==> config.mk <==
export PLATFORM = sky130hd
export DESIGN_NAME = dsi_line_timer
export DESIGN_NICKNAME = d
export VERILOG_FILES = /design/src/rtl/dlt_pkg.sv /design/src/rtl/dlt_mode_decode.sv /design/src/rtl/dlt_region_cmp.sv /design/src/rtl/dsi_line_timer.sv
export SDC_FILE = /design/constraint.sdc
export NUM_CORES = 1
export LEC_CHECK = 0
export CAP_MARGIN = 0
export CORE_ASPECT_RATIO = 2
export CORE_MARGIN = 2
export CORE_UTILIZATION = 40
export DETAILED_ROUTE_END_ITERATION = 8
export DONT_BUFFER_PORTS = 1
export PLACE_DENSITY_LB_ADDON = 0.15
export SETUP_SLACK_MARGIN = 0.5
export SKIP_CTS_REPAIR_TIMING = 1
export SLEW_MARGIN = 20
export SYNTH_ARGS = -nofsm -noshare
export SYNTH_HDL_FRONTEND = slang
export SYNTH_HIERARCHICAL = 1
export SYNTH_SLANG_ARGS = --single-unit
==> constraint.sdc <==
create_clock -name clk -period 11.6 [get_ports clk]
set_input_delay 0.58 -clock clk [delete_from_list [all_inputs] [get_ports clk]]
set_output_delay 0.58 -clock clk [all_outputs]
set_load 0.03 [all_outputs]
==> src/rtl/dlt_pkg.sv <==
package dlt_pkg;

    // Region encoding shared by the horizontal and vertical axes
    typedef enum logic [1:0] {
        REG_SYNC  = 2'd0,
        REG_BACK  = 2'd1,
        REG_ACT   = 2'd2,
        REG_FRONT = 2'd3
    } region_e;

    // Video mode in force for the current frame
    typedef enum logic [1:0] {
        VM_PULSE = 2'd0,
        VM_EVENT = 2'd1,
        VM_BURST = 2'd2
    } vmode_e;

endpackage

==> src/rtl/dlt_mode_decode.sv <==
module dlt_mode_decode
    import dlt_pkg::*;
(
    input  logic [2:0] flags_i,
    output vmode_e     mode_o
);

    // only the two exact non-burst patterns escape the burst default
    always_comb begin
        case (flags_i)
            3'b101:  mode_o = VM_PULSE;
            3'b001:  mode_o = VM_EVENT;
            default: mode_o = VM_BURST;
        endcase
    end

endmodule

==> src/rtl/dlt_region_cmp.sv <==
module dlt_region_cmp
    import dlt_pkg::*;
#(
    parameter int W = 8
) (
    input  logic [W-1:0] pos_i,
    input  logic [W-1:0] sync_end_i,
    input  logic [W-1:0] back_end_i,
    input  logic [W-1:0] act_end_i,
    output region_e      region_o
);

    // Cumulative end points: a zero-length region is skipped naturally
    always_comb begin
        if (pos_i < sync_end_i)
            region_o = REG_SYNC;
        else if (pos_i < back_end_i)
            region_o = REG_BACK;
        else if (pos_i < act_end_i)
            region_o = REG_ACT;
        else
            region_o = REG_FRONT;
    end

endmodule

==> src/rtl/dsi_line_timer.sv <==
module dsi_line_timer
    import dlt_pkg::*;
#(
    parameter int H_W = 12,
    parameter int V_W = 11,
    parameter int P_W = 12
) (
    input  logic           clk,
    input  logic           rst_n,
    input  logic [H_W-1:0] cfg_hsync_len_i,
    input  logic [H_W-1:0] cfg_hback_len_i,
    input  logic [H_W-1:0] cfg_line_len_i,
    input  logic [P_W-1:0] cfg_pixels_i,
    input  logic [V_W-1:0] cfg_vsync_lines_i,
    input  logic [V_W-1:0] cfg_vback_lines_i,
    input  logic [V_W-1:0] cfg_vact_lines_i,
    input  logic [V_W-1:0] cfg_vfront_lines_i,
    input  logic [2:0]     cfg_pol_i,
    input  logic [2:0]     cfg_flags_i,
    output logic [1:0]     h_region_o,
    output logic [1:0]     v_region_o,
    output logic           de_o,
    output logic           line_start_o,
    output logic           frame_start_o,
    output logic           hsync_o,
    output logic           vsync_o,
    output logic [1:0]     vmode_o,
    output logic           cfg_err_o
);

    // Horizontal compare width covers both sync+porch sums and the pixel count
    localparam int CW   = (P_W > H_W + 1) ? P_W : H_W + 1;
    // Frame line count: sum of four V_W-wide fields
    localparam int VT_W = V_W + 2;
    localparam logic [3:0] VSA_MAX = 4'd15;

    typedef struct packed {
        logic [H_W-1:0] hsa;
        logic [H_W-1:0] hbp;
        logic [H_W-1:0] line;
        logic [P_W-1:0] pix;
        logic [3:0]     vsa;
        logic [V_W-1:0] vbp;
        logic [V_W-1:0] vact;
        logic [V_W-1:0] vfp;
        logic           hs_low;
        logic           vs_low;
        vmode_e         mode;
    } shadow_t;

    typedef struct packed {
        shadow_t         sh;
        logic            run;
        logic            err;
        logic [H_W-1:0]  h;
        logic [VT_W-1:0] v;
    } state_t;

    state_t  st_d, st_q;
    shadow_t in_sh;
    vmode_e  in_mode;
    logic    in_err;
    logic [CW-1:0]   in_hb;
    logic [VT_W-1:0] in_vtot;

    // ---------------- incoming configuration ----------------
    dlt_mode_decode u_mode (
        .flags_i (cfg_flags_i),
        .mode_o  (in_mode)
    );

    always_comb begin
        in_sh.hsa    = cfg_hsync_len_i;
        in_sh.hbp    = cfg_hback_len_i;
        in_sh.line   = cfg_line_len_i;
        in_sh.pix    = cfg_pixels_i;
        // vertical sync saturates at 15 lines
        in_sh.vsa    = (cfg_vsync_lines_i > V_W'(VSA_MAX)) ? VSA_MAX
                                                           : cfg_vsync_lines_i[3:0];
        in_sh.vbp    = cfg_vback_lines_i;
        in_sh.vact   = cfg_vact_lines_i;
        in_sh.vfp    = cfg_vfront_lines_i;
        in_sh.hs_low = cfg_pol_i[2];
        in_sh.vs_low = cfg_pol_i[1];
        in_sh.mode   = in_mode;
        in_hb   = CW'(cfg_hsync_len_i) + CW'(cfg_hback_len_i);
        in_vtot = VT_W'(in_sh.vsa) + VT_W'(cfg_vback_lines_i)
                + VT_W'(cfg_vact_lines_i) + VT_W'(cfg_vfront_lines_i);
        // no room after sync and back porch, or an empty frame
        in_err  = (in_hb >= CW'(cfg_line_len_i)) || (in_vtot == '0);
    end

    // ---------------- derived boundaries of the shadow set ----------------
    logic [CW-1:0]   hs_end, hb_end, ha_end, line_x, avail, pix_x, act_len, h_x;
    logic [VT_W-1:0] vs_end, vb_end, va_end, vtot;
    region_e         hreg, vreg;
    logic            line_last, frame_last;

    always_comb begin
        line_x  = CW'(st_q.sh.line);
        hs_end  = CW'(st_q.sh.hsa);
        hb_end  = hs_end + CW'(st_q.sh.hbp);
        avail   = line_x - hb_end;
        pix_x   = CW'(st_q.sh.pix);
        act_len = (pix_x < avail) ? pix_x : avail;
        ha_end  = hb_end + act_len;
        h_x     = CW'(st_q.h);
        vs_end  = VT_W'(st_q.sh.vsa);
        vb_end  = vs_end + VT_W'(st_q.sh.vbp);
        va_end  = vb_end + VT_W'(st_q.sh.vact);
        vtot    = va_end + VT_W'(st_q.sh.vfp);
        line_last  = (st_q.h == st_q.sh.line - 1'b1);
        frame_last = line_last && (st_q.v == vtot - 1'b1);
    end

    dlt_region_cmp #(.W(CW)) u_hreg (
        .pos_i      (h_x),
        .sync_end_i (hs_end),
        .back_end_i (hb_end),
        .act_end_i  (ha_end),
        .region_o   (hreg)
    );

    dlt_region_cmp #(.W(VT_W)) u_vreg (
        .pos_i      (st_q.v),
        .sync_end_i (vs_end),
        .back_end_i (vb_end),
        .act_end_i  (va_end),
        .region_o   (vreg)
    );

    // ---------------- next state ----------------
    always_comb begin
        st_d = st_q;
        if (!st_q.run || frame_last) begin
            // shadow reloads only at a frame boundary or while held
            st_d.sh  = in_sh;
            st_d.run = !in_err;
            st_d.err = in_err;
            st_d.h   = '0;
            st_d.v   = '0;
        end else if (line_last) begin
            st_d.h = '0;
            st_d.v = st_q.v + 1'b1;
        end else begin
            st_d.h = st_q.h + 1'b1;
        end
    end

    always_ff @(posedge clk or negedge rst_n) begin
        if (!rst_n)
            st_q <= '0;
        else
            st_q <= st_d;
    end

    // ---------------- outputs ----------------
    logic hs_act, vs_act, at_line0;

    always_comb begin
        at_line0 = (st_q.h == '0);
        hs_act   = 1'b0;
        vs_act   = 1'b0;
        h_region_o    = REG_SYNC;
        v_region_o    = REG_SYNC;
        de_o          = 1'b0;
        line_start_o  = 1'b0;
        frame_start_o = 1'b0;
        if (st_q.run) begin
            h_region_o    = hreg;
            v_region_o    = vreg;
            de_o          = (hreg == REG_ACT) && (vreg == REG_ACT);
            line_start_o  = at_line0;
            frame_start_o = at_line0 && (st_q.v == '0);
            if (st_q.sh.mode == VM_EVENT) begin
                hs_act = at_line0 && (st_q.sh.hsa != '0);
                vs_act = at_line0 && (st_q.v == '0) && (st_q.sh.vsa != '0);
            end else begin
                hs_act = (hreg == REG_SYNC);
                vs_act = (vreg == REG_SYNC);
            end
        end
        hsync_o   = hs_act ^ st_q.sh.hs_low;
        vsync_o   = vs_act ^ st_q.sh.vs_low;
        vmode_o   = st_q.sh.mode;
        cfg_err_o = st_q.err;
    end

endmodule

==> qor.csv <==
metric,value,unit
status,"finished, final reports clean",
"Seq/Total Area, Yosys",0.2382,
maxcap violations,0,
most frequent cell after synthesis,ha_1,
Worst Path Required,11020,ps
Slew @ Worst Pin,952.4,ps
crit start category,register,
Final HPWL DP,27.25,mm
die span in x,127.4,µm
Ant. Diodes,0,
fillers,2986,
DR WL/cell,19.18,µm
deepest level of the CTS H-tree,4,
core area,30070,µm²
DRC,0,
die span in y,250.8,µm
Crit path largest cell delay,420,ps
CTS tree,yes,
initial antenna violation count,0,
power density over the cells,81.86,nW/µm²
final hold violation count,0,
Final period util,0.8828,
dpl cells,1703,
initial core utilization,0.4052,
CP max-delay cell,fa_1,
"CP delay by family, top",adder cells,
mapped cell area,12180,µm²
Max VDD drop,0.1103,mV
Via density,5.480,
FF+latch area,2903,µm²
Die Footprint,31960,µm²
# rows,90,
Clock Skews,10.99,ps
Max Slew Vio Count,0,
Antenna Nets Post-Route,0,
port bufs,0,
final WL,33.30,mm
via count,9513,
total track usage,0.2170,
clk sinks,116,
"Async S/R FF share, synth",1.000,
largest net degree at the start of global routing,117,
CTS root buffer,clkbuf_16,
worst-path maximum fanout,15,
Synth area leader,dfrtp_1,
Buf/Inv on CP,5,
Synth-to-Final Area Change,8.708,%
Setup Viol. Count Final,0,
share of cells above drive strength 1,0.04678,
global route total overflow,0,
"Distinct cells, synth",76,
Finished Layout Cells,1736,
Lkg Pwr,0.006777,µW
synth top area cells,"dfrtp_1, ha_1, mux2_1",
relative slew slack,0.3651,
Crit. End Element,primary output,
synth warn,6,
WP data arrival,9660,ps
CP dominant cell by count,a21oi_1,
Post-Syn Instances,1349,
first-pass GRT wire length,52.70,mm
clk_lat worst skew,450,ps
synth cell count leaders,"ha_1, inv_1, dfrtp_1",
area of the multi-input gates,8493,µm²
Yosys top cell area share,0.2382,
worst hold path class,in -> async,
synthesized area per cell,9.032,µm²
Post-synth EDFFs,0,
Clock transition at path regs,60,ps
Final Critical Period,10240,ps
count of state elements after synthesis,116,
setup tns final,0,ps
Synth Flop Type,dfrtp_1,
routability cong.,0.8098,
TritonRoute pass-1 iters,5,
DR iter-0 viols,250,
Inserted Clock Buffers,17,
I/O pins,112,
vias in the first global route,10050,
Max clock buf depth,2,
RSZ-0062 raised after global routing,no,
Peak Freq,97.65,MHz
kind of critical path,reg -> out,
layout net count,1676,
[where the power goes]
| group | internal, µW | total, µW | switching [µW] |
|---|---|---|---|
| Sequential | 405 | 405 | 0 |
| Combinational | 53.0 | 124 | 71.1 |
| Clock | 330 | 555 | 225 |
[flip-flops by register name, summed over array words and instances (netlist names)]
register	cells
st_q	65
hs_end	12
line_x	12
pix_x	12
h_x	12
vmode_o	2
cfg_err_o	1
[cell usage in the layout (no fill, tap or decap), drive strengths merged, types with 22 or more instances in the layout]
master and instances:
o21ai 55, a21oi 81, fa 22, a21o 51
xor2 36, inv 200, mux2 82, nor3 32
nor2 72, ha 199, dfrtp 116, nand2 55
xnor2 80
[worst paths after layout]
| path | cells past startpoint | slack (ps) | to | start |
|---|---|---|---|---|
| worst max-delay path | 48 | 1360 | hsync_o | hs_end[0]$_DFFE_PN0N_ |
| worst max register to register | 25 | 4330 | st_q[99]$_DFFE_PN0N_ | st_q[65]$_DFFE_PN0N_ |
| worst min-delay path | 1 | 90 | pix_x[0]$_DFFE_PN0N_ | rst_n |
| max in group asynchronous | 1 | 11010 | st_q[62]$_DFFE_PN0N_ | rst_n |
| min in group clk | 1 | 260 | pix_x[9]$_DFFE_PN0N_ | cfg_pixels_i[9] |
| worst min register to register | 1 | 480 | st_q[40]$_DFFE_PN0N_ | st_q[40]$_DFFE_PN0N_ |
[area by class of cell]
| type | instances | share of cell area |
|---|---|---|
| clock buffers | 19 | 0.03420 |
| clock inverters | 13 | 0.01105 |
| inverters | 195 | 0.05526 |
| multi-input cells | 1020 | 0.6412 |
| flip-flops and latches | 116 | 0.2192 |
| well taps | 368 | 0.03476 |
| repair buffers | 5 | 0.004345 |
[per-layer routing]
metal  global-route usage  up-vias  wire, µm
li1                     -     4715         -
met1               0.1852     4563     10470
met2               0.4597      165     20350
met3              0.03299       70      1000
met4               0.1068        0      1487
met5                    0        -         0
[metrics by stage]
| stage | area (µm²) | power (µW) | util | hold WS (ps) | worst slack, ps |
|---|---|---|---|---|---|
| finish | 13250 | 1084 | 0.4405 | 88.79 | 1360 |
| global route | 13250 | 1131 | 0.4405 | 150.0 | 540.1 |
| CTS | 13200 | 1090 | 0.4389 | -194.4 | 1027 |
| detailed placement | 12600 | 529.5 | 0.4189 | 289.3 | 1549 |
| global placement | 12600 | 526.9 | 0.4189 | 288.4 | 1647 |
| floorplan | 12230 | 492.5 | - | 284.4 | 2789 |
[logic make-up (layout without fill, tap and decap cells)]
family,Yosys count,after routing,synth area share
AO/OA/AOI/OAI,277,277,0.1499
buffers and inverters,226,232,0.07199
other,1,14,0.0003078
flip-flops,116,116,0.2382
AND/OR/NAND/NOR,295,295,0.1259
multiplexers,94,94,0.08564
adder cells (fa/ha/maj),224,224,0.2431
XOR/XNOR,116,116,0.08492
Note: power is estimated with default switching activity, not from simulation.
